===== src/rtl/osc_wdog_pkg.sv =====
package osc_wdog_pkg;
  localparam int SYNC_STAGES = 2;

  typedef enum logic {
    SRC_XTAL = 1'b0,
    SRC_PLL  = 1'b1
  } clk_src_e;
endpackage


===== src/rtl/owd_sync.sv =====
module owd_sync #(
  parameter int STAGES = 2
) (
  input  logic ref_clk,
  input  logic rst_n,
  input  logic async_in,
  output logic sync_out
);
  logic [STAGES-1:0] chain;

  generate
    for (genvar i = 0; i < STAGES; i++) begin : g_stage
      if (i == 0) begin : g_first
        always_ff @(posedge ref_clk or negedge rst_n) begin
          if (!rst_n) chain[i] <= 1'b0;
          else        chain[i] <= async_in;
        end
      end else begin : g_next
        always_ff @(posedge ref_clk or negedge rst_n) begin
          if (!rst_n) chain[i] <= 1'b0;
          else        chain[i] <= chain[i-1];
        end
      end
    end
  endgenerate

  assign sync_out = chain[STAGES-1];
endmodule


===== src/rtl/owd_idle_timer.sv =====
module owd_idle_timer #(
  parameter int TIMEOUT_CYCLES = 5000
) (
  input  logic ref_clk,
  input  logic rst_n,
  input  logic xtal_sync,
  input  logic mon_en,
  output logic rise,
  output logic expire
);
  localparam int CW = $clog2(TIMEOUT_CYCLES + 1);
  localparam logic [CW-1:0] LAST = CW'(TIMEOUT_CYCLES - 1);

  logic          prev_q;
  logic [CW-1:0] idle_q;

  always_ff @(posedge ref_clk or negedge rst_n) begin
    if (!rst_n) prev_q <= 1'b0;
    else        prev_q <= xtal_sync;
  end

  assign rise = xtal_sync & ~prev_q;

  always_ff @(posedge ref_clk or negedge rst_n) begin
    if (!rst_n)                idle_q <= '0;
    else if (!mon_en || rise)  idle_q <= '0;
    else if (idle_q != LAST)   idle_q <= idle_q + 1'b1;
  end

  assign expire = mon_en & ~rise & (idle_q == LAST);

  assert_count_restart_R3: assert property (@(posedge ref_clk) disable iff (!rst_n)
    rise |=> (idle_q == '0));
  assert_count_held_R6: assert property (@(posedge ref_clk) disable iff (!rst_n)
    !mon_en |=> (idle_q == '0));
  assert_count_bound_R4: assert property (@(posedge ref_clk) disable iff (!rst_n)
    idle_q <= LAST);
endmodule


===== src/rtl/owd_src_ctl.sv =====
module owd_src_ctl
  import osc_wdog_pkg::*;
(
  input  logic     ref_clk,
  input  logic     rst_n,
  input  logic     expire,
  input  logic     mon_en,
  input  logic     pll_bypass,
  input  logic     wdog_disable,
  output clk_src_e src,
  output logic     pdn_req,
  output logic     fault
);
  always_ff @(posedge ref_clk or negedge rst_n) begin
    if (!rst_n)      fault <= 1'b0;
    else if (expire) fault <= 1'b1;
  end

  always_comb begin
    if (!pll_bypass || fault) src = SRC_PLL;
    else                      src = SRC_XTAL;
  end

  assign pdn_req = pll_bypass & wdog_disable & ~fault;

  assert_fault_sticky_R5: assert property (@(posedge ref_clk) disable iff (!rst_n)
    fault |=> fault);
  assert_fault_needs_expiry_R4: assert property (@(posedge ref_clk) disable iff (!rst_n)
    $rose(fault) |-> $past(expire));
  assert_no_fault_unmonitored_R6: assert property (@(posedge ref_clk) disable iff (!rst_n)
    (!mon_en && !fault) |=> !fault);
endmodule


===== src/rtl/osc_activity_wdog.sv =====
module osc_activity_wdog
  import osc_wdog_pkg::*;
#(
  parameter int TIMEOUT_CYCLES = 5000
) (
  input  logic ref_clk,
  input  logic rst_n,
  input  logic xtal_in,
  input  logic pll_bypass,
  input  logic wdog_disable,
  output logic clk_src,
  output logic pll_pdn_req,
  output logic xtal_fault
);
  logic     xtal_sync;
  logic     rise;
  logic     expire;
  logic     mon_en;
  clk_src_e src;

  assign mon_en = pll_bypass & ~wdog_disable;

  owd_sync #(.STAGES(SYNC_STAGES)) u_sync (
    .ref_clk (ref_clk),
    .rst_n   (rst_n),
    .async_in(xtal_in),
    .sync_out(xtal_sync)
  );

  owd_idle_timer #(.TIMEOUT_CYCLES(TIMEOUT_CYCLES)) u_timer (
    .ref_clk  (ref_clk),
    .rst_n    (rst_n),
    .xtal_sync(xtal_sync),
    .mon_en   (mon_en),
    .rise     (rise),
    .expire   (expire)
  );

  owd_src_ctl u_ctl (
    .ref_clk     (ref_clk),
    .rst_n       (rst_n),
    .expire      (expire),
    .mon_en      (mon_en),
    .pll_bypass  (pll_bypass),
    .wdog_disable(wdog_disable),
    .src         (src),
    .pdn_req     (pll_pdn_req),
    .fault       (xtal_fault)
  );

  assign clk_src = src;

  assert_pdn_keeps_xtal_R10: assert property (@(posedge ref_clk) disable iff (!rst_n)
    pll_pdn_req |-> !clk_src);
  assert_fault_selects_pll_R9: assert property (@(posedge ref_clk) disable iff (!rst_n)
    xtal_fault |-> clk_src);
  assert_no_expiry_idle_R6: assert property (@(posedge ref_clk) disable iff (!rst_n)
    !mon_en |-> !expire);
endmodule


===== config.mk =====
export PLATFORM = sky130hd
export DESIGN_NAME = osc_activity_wdog
export DESIGN_NICKNAME = d
export VERILOG_FILES = /design/src/rtl/osc_wdog_pkg.sv /design/src/rtl/owd_sync.sv /design/src/rtl/owd_idle_timer.sv /design/src/rtl/owd_src_ctl.sv /design/src/rtl/osc_activity_wdog.sv
export SDC_FILE = /design/constraint.sdc
export NUM_CORES = 1
export LEC_CHECK = 0
export ABC_AREA = 1
export CAP_MARGIN = 20
export CORE_MARGIN = 10
export CORE_UTILIZATION = 45
export CTS_CLUSTER_DIAMETER = 50
export DETAILED_ROUTE_END_ITERATION = 8
export PLACE_DENSITY = 0.72
export SETUP_SLACK_MARGIN = 0.02
export SYNTH_ARGS = -nofsm -noshare
export SYNTH_HDL_FRONTEND = slang
export SYNTH_SLANG_ARGS = --single-unit

===== constraint.sdc =====
create_clock -name ref_clk -period 1.6 [get_ports ref_clk]
set_clock_uncertainty 0.2 [all_clocks]
set_input_delay 0.16 -clock ref_clk [delete_from_list [all_inputs] [get_ports ref_clk]]
set_output_delay 0.16 -clock ref_clk [all_outputs]
set_load 0.005 [all_outputs]

Yosys cells after proc, flatten, opt, wreduce, memory -nomap -nowiden. Index checks and enable logic that the tools add are counted.

Add/sub/neg operators: 1. Eq/ne operators: 2. Multiplexer cells: 3. Bitwise gates (word level): 10. Reductions and logical operators: 5.

Operators with widths (count): $mux 13 (2); $add 13x1->13 const B (1); $eq 13x13->1 const B (1); $ne 13x13->1 const B (1); $and 1x1->1 (6); $not 1->1 (4); $logic_not 1->1 (2); $logic_or 1x1->1 (2); $reduce_bool 2->1 (1); $mux 1 (1).

Register bits: 17. Input port bits: 5. Output and inout port bits: 3. Word-level logic and storage cells: 26.

Logic depth before layout (Yosys ltp). Gate-level depths: netlist of the first run.

Word-level depth: 5. Depth in mapped cells: 8. Mapped depth without buffers: 8.

Cells and area by module. Synthesis of the first run repeated with hierarchy kept, for this count alone.

Cells, all modules: 140. Area, all modules: 993.5 sq um.

By module, submodules not included: owd_idle_timer (instances 1, cells each 130, area each 887.1 sq um, sequential area each 350.3 sq um); owd_sync (instances 1, cells each 2, area each 50.0 sq um, sequential area each 50.0 sq um); owd_src_ctl (instances 1, cells each 6, area each 46.3 sq um, sequential area each 25.0 sq um); osc_activity_wdog (instances 1, cells each 2, area each 10.0 sq um, sequential area each 0.0 sq um).

Worst setup path after synthesis of the first run. No wires, ideal clock.

Kind: reg2reg. Start: register u_timer.idle_q[0]. End: register u_timer.idle_q[10]. Arrival: 1.040 ns. Data required time: 1.283 ns. Setup slack: 0.243 ns. Cell stages (with the launch flop): 7. Path buffers: 0. Cell sequence: dfrtp_1 ha_1 inv_1 nor2_4 nand3_2 nor2_1 nor2_1.

Cells in the longest elaborated chain, start to end: 3. Elaborated cells between the ends (all ways): 5.

Ends and longest elaborated chain: start, declared (line owd_idle_timer.sv:15) `logic [CW-1:0] idle_q;`; start signal, assigned (line owd_idle_timer.sv:27) `else if (idle_q != LAST) idle_q <= idle_q + 1'b1;`; $add 13x1->13 (line owd_idle_timer.sv:27); $mux 13 (line owd_idle_timer.sv:27); $mux 13 (line owd_idle_timer.sv:26) `else if (!mon_en || rise) idle_q <= '0;`.

Parallel ways exist; a longest one is shown, timed or not. The select of a mux whose other input is x is not followed. A chain may end at the register's enable or synchronous reset.

Worst setup path in the final report of the first run.
Start: register u_ctl.fault. End: output xtal_fault.

RTL lines: start, declared (line owd_src_ctl.sv:12) `output logic fault`; start signal, assigned (line owd_src_ctl.sv:15) `if (!rst_n) fault <= 1'b0;`; start signal, assigned (line owd_src_ctl.sv:16) `else if (expire) fault <= 1'b1;`; end, declared (line osc_activity_wdog.sv:13) `output logic xtal_fault`.

No word-level cell between the ends.

==> results of run 1 <==
## where the power goes
group	internal (W)	total (W)	leakage [nW]	switching, W
clock	0.0000954	0.000241	0.0139	0.000145
sequential	0.000435	0.000440	0.225	0.00000460
combinational	0.0000231	0.0000462	0.256	0.0000231
## cell type report
type	instances	area [sq um]
multi-input combinational	96	472
clock inverter	1	7.51
tap	27	33.8
timing repair buffer	13	115
clock buffer	3	22.5
fill	192	866
inverter	16	60.1
sequential	17	425
## worst max path at each step
| stage | slack, ps | cells after the start | to |
|---|---|---|---|
| 2_1_floorplan | 240 | 6 | u_timer.idle_q[10] |
| 3_3_place_gp | -40 | 4 | pll_pdn_req |
| 3_5_place_dp | -70 | 4 | pll_pdn_req |
| 4_1_cts | 30 | 6 | u_timer.idle_q[0] |
| 5_1_grt | 30 | 7 | u_timer.idle_q[12] |
| 6_report | 80 | 1 | xtal_fault |
## registers in the layout, indices dropped and copies added, names as in the netlist
register	count
u_ctl.fault	1
u_sync.chain	1
u_sync.sync_out	1
u_timer.idle_q	13
u_timer.prev_q	1
## synthesized netlist by cell type (all sizes together)
master and instances:
nand2 39, nor2 29, dfrtp 17, inv 16, nand3 12, a21oi 6
nand4 3, nor3 2, o21ai 2, and2 1, buf 1, ha 1
xor2 1
## kinds of logic (layout without fill, tap and decap cells)
group,count (synthesis),after routing,synth area share
AO/OA/AOI/OAI,8,8,0.0418
adder cells (fa/ha/maj),1,1,0.0131
flip-flops,17,17,0.444
buffers and inverters,17,33,0.0784
XOR/XNOR,1,1,0.00915
AND/OR/NAND/NOR,86,86,0.413
## layer usage
metal	global-route usage	share of wire
met1	0.116	0.47
met2	0.167	0.48
met3	0.0373	0.041
met4	0.0314	0.0094
met5	0	0
## stage by stage
stage	cells	utilization	setup TNS [ps]	total power, W	setup WS, ps
2_1_floorplan	130	-	0	0.000463	243
3_3_place_gp	167	0.538	-39.7	0.000488	-39.7
3_5_place_dp	167	0.538	-68.0	0.000489	-68.0
4_1_cts	172	0.556	0	0.000735	30.9
5_1_grt	173	0.568	0	0.000763	32.2
6_report	173	0.568	0	0.000727	82.9
## repair_timing
| item | CTS | global route |
|---|---|---|
| buffers inserted | 0 | 1 |
| gates resized for setup | 2 | 3 |
| hold buffers | 1 | 0 |
| setup endpoints to repair | 2 | 6 |
| hold endpoints to repair | 17 | 0 |
==> results.json, run 1 <==
{
  "synth.distinct_cells": 18,
  "first_global_vias": 804,
  "wirelength_mm": 2.02,
  "static-leakage-power_nw": 0.495,
  "worstMarginPinSlew_ps": 266,
  "path_cells": "clkdlybuf4s50_1",
  "r2r_cells": 7,
  "yosys_warnings": 0,
  "grt_max_degree": 18,
  "grt_pass1_wl_mm": 3.46,
  "cts_tree": "built",
  "cp_top_family": "buffers and inverters",
  "cts.clk_slew.worst_paths_ps": 110,
  "drive_above_1_share": 0.151,
  "first_pass_iters": 4,
  "fin_area_sq_mm": 0.00114,
  "reg2reg_from": "u_timer.idle_q[0]",
  "startpoint": "u_ctl.fault",
  "yosysSeqAreaShare": 0.444,
  "whs_path_depth": 1,
  "ys_top_cells_by_area": "dfrtp_1, nand2_1, nor2_1",
  "post-route-drc-count": 0,
  "slowest_stage": "clkdlybuf4s50_1",
  "grt_usage": 0.100,
  "cts_sinks": 17,
  "drv_cap": 0,
  "globalplace.congestion": 0.905,
  "cp_data_required_time_ps": 1240,
  "ios": 8,
  "setup-violations-final": 0,
  "syn_inst": 130,
  "cp_max_fo": 2,
  "dp_hpwl_mm": 1.53,
  "timing.fmax_mhz": 659,
  "syn_to_final_growth_pct": 18.7,
  "syn_nets": 136,
  "synth_largest_area_cell": "dfrtp_1",
  "design.die.area_sq_mm": 0.00437,
  "r2r_end": "u_timer.idle_q[10]",
  "hold_violations": 0,
  "crit_type": "reg -> out",
  "slew_headroom": 0.822,
  "cts_htree_levels": 1,
  "worstHoldEndpoint": "u_sync.chain[0]",
  "first_iter_violations": 46,
  "diodes": 0,
  "dpl-instance-area_sq_mm": 0.00108,
  "regToRegSetupSlack_ps": 150,
  "clock_path_buffers": 2,
  "wire_per_inst_um": 11.7,
  "ir_drop_v": 0.000432,
  "slew_violations": 0,
  "rsz0062_at_grt": "false",
  "start_util": 0.478,
  "p_per_area_mw_per_mm2": 639,
  "clk_latency_ps": 300,
  "antenna_found_initial": 0,
  "synth_seq_cells": 17,
  "cp.arrival_ps": 1160,
  "outcome": "finished, final reports clean",
  "period_minus_slack_ps": 1520,
  "numPortBuffers": 7,
  "num_vias": 848,
  "core.rowCount": 16,
  "netlist_area_sq_um": 957,
  "ant_nets": 0,
  "fp.dieW_um": 66.1,
  "holdWs_ps": 92.7,
  "synth_top_area_share": 0.444,
  "numCtsBuffers": 3,
  "max_stage_delay_ps": 510,
  "period_share": 0.948,
  "crit_path_end_kind": "output port",
  "cp_num_buf_inv": 1,
  "hold_start": "xtal_in",
  "avgSynthCellArea_sq_um": 7.36,
  "critPathLaunchType": "register",
  "vias_per_cell": 4.90,
  "final_cell_mix": "nand2_1, nor2_1, dfrtp_1",
  "min_path_type": "in -> reg",
  "core-area_sq_mm": 0.00200,
  "final_common_cell": "nand2_1",
  "die_h_um": 66.1,
  "grt_overflow": 0,
  "cts_root_buffer": "clkbuf_4",
  "nNetsFinal": 153
}
(Power assumes the default switching activity.)
==> run 2, diff against run 1 <==
CTS_BUF_LIST = sky130_fd_sc_hd__clkbuf_16   (was unset)
CTS_CLUSTER_SIZE = 14   (was unset)
GPL_ROUTABILITY_DRIVEN = 0   (was unset)
==> results.json, run 2 (synthesis gave the netlist of run 1 again) <==
{
  "regMostFlops": "u_timer.idle_q",
  "cp_max_fo": 2,
  "cts.clk_slew.worst_paths_ps": 50,
  "design.die.area_sq_mm": 0.00437,
  "max_stage_delay_ps": 370,
  "final_cell_mix": "nand2_1, nor2_1, dfrtp_1",
  "core.rowCount": 16,
  "period_minus_slack_ps": 1460,
  "first_global_vias": 825,
  "slew_headroom": 0.816,
  "worst_slack_ps": 142,
  "vias_per_cell": 5.05,
  "ios": 8,
  "clock_path_buffers": 2,
  "min_path_type": "in -> async",
  "numPortBuffers": 7,
  "diodes": 0,
  "grt_pass1_wl_mm": 3.51,
  "nFillCells": 182,
  "drive_above_1_share": 0.152,
  "grt_overflow": 0,
  "cp_data_required_time_ps": 1240,
  "die_h_um": 66.1,
  "path_cells": "inv_1 -> nand2_1 -> nor2_1 -> dlygate4sd2_1",
  "p_per_area_mw_per_mm2": 847,
  "drv_cap": 0,
  "setup-violations-final": 0,
  "worstMarginPinSlew_ps": 276,
  "ant_nets": 0,
  "ir_drop_v": 0.000731,
  "crit_path_end_kind": "output port",
  "cp_top_family": "flip-flops",
  "cp.arrival_ps": 1100,
  "first_iter_violations": 41,
  "clk_latency_ps": 250,
  "static-leakage-power_nw": 0.514,
  "num_vias": 868,
  "cts_htree_levels": 1,
  "fp.dieW_um": 66.1,
  "grt_usage": 0.104,
  "pre_cts_ws_ps": -68.0,
  "core-area_sq_mm": 0.00200,
  "final_common_cell": "nand2_1",
  "largest_register_ff_count": 13,
  "numCtsBuffers": 3,
  "cts_sinks": 17,
  "critPathLaunchType": "register",
  "rsz0062_at_grt": "false",
  "crit_type": "reg -> out",
  "cts_tree": "built",
  "wire_per_inst_um": 12.2,
  "first_pass_iters": 4,
  "cp_num_buf_inv": 2,
  "grt_max_degree": 18,
  "nNetsFinal": 152,
  "outcome": "finished, final reports clean",
  "slowest_stage": "dfrtp_1",
  "post-route-drc-count": 0,
  "period_share": 0.911,
  "wirelength_mm": 2.10,
  "dp_hpwl_mm": 1.53,
  "cts_root_buffer": "clkbuf_16",
  "syn_to_final_growth_pct": 23.1,
  "start_util": 0.478,
  "setup_tns_ps": 0,
  "slew_violations": 0,
  "antenna_found_initial": 0,
  "timing.fmax_mhz": 686,
  "hold_violations": 0
}
-- run 2: changes by cell type in the layout (fill, tap and decap cells not counted) --
cell / before / now
clkbuf_16: 0 / 3
clkbuf_4: 3 / 0
dlygate4sd3_1: 1 / 0
-- run 2: layout make-up --
class | instances | area, sq um | share of cell area
Inverter | 16 | 60.1 | 0.0510
Tap cell | 27 | 33.8 | 0.0287
Clock inverter | 1 | 7.51 | 0.00637
Clock buffer | 3 | 75.1 | 0.0637
Multi-Input combinational cell | 96 | 472 | 0.400
Sequential cell | 17 | 425 | 0.361
Timing Repair Buffer | 12 | 105 | 0.0892
-- run 2: timing repair --
item / 4_1_cts / 5_1_grt
hold endpoints to repair: 0 / 0
setup endpoints to repair: 5 / 5
buffers inserted: 0 / 1
gates resized for setup: 3 / 2
hold buffers: 0 / 0
-- run 2: power by group --
group / internal (W) / switching [W]
Sequential: 0.000436 / 0.00000445
Combinational: 0.0000213 / 0.0000228
Clock: 0.000337 / 0.000176
Total: 0.000795 / 0.000203
-- run 2: metrics by stage --
stage                     hold slack (ps)  cells  cell area [sq um]  total power [W]   util
after global placement                140    167               1080         0.000488  0.538
after global routing                 46.6    172               1180          0.00103  0.589
after floorplan                      -336    130                957         0.000463      -
after CTS                            41.1    171               1160          0.00100  0.579
final                                33.1    172               1180         0.000998  0.589
after detailed placement              136    167               1080         0.000489  0.538
-- run 2: path summary, 6_finish.rpt --
path,from,end,slack (ps),depth (start not counted)
hold / removal,rst_n,u_ctl.fault,30,2
setup / recovery,u_ctl.fault,pll_pdn_req,140,4
setup reg to reg,u_timer.idle_q[0],u_timer.idle_q[10],150,7
min in group ref_clk,u_sync.chain[0],u_sync.sync_out,150,0
hold reg to reg,u_sync.chain[0],u_sync.sync_out,150,0
max in group asynchronous,rst_n,u_timer.idle_q[5],980,2
-- run 2: worst reg2reg max path, stage by stage (launching register included) --
cell and delay (ps):
dfrtp_1 430, ha_4 200, inv_1 80, nor2_4 180
nand3_2 110, nand2_1 70, nand2_1 40, nor2_1 80
-- run 2: routing by layer --
| layer | routed length [um] | vias to the layer above | GRT usage |
|---|---|---|---|
| li1 | - | 439 | - |
| met1 | 899 | 401 | 0.114 |
| met2 | 1030 | 24 | 0.175 |
| met3 | 137 | 4 | 0.0390 |
| met4 | 31 | 0 | 0.0419 |
| met5 | 0 | - | 0 |
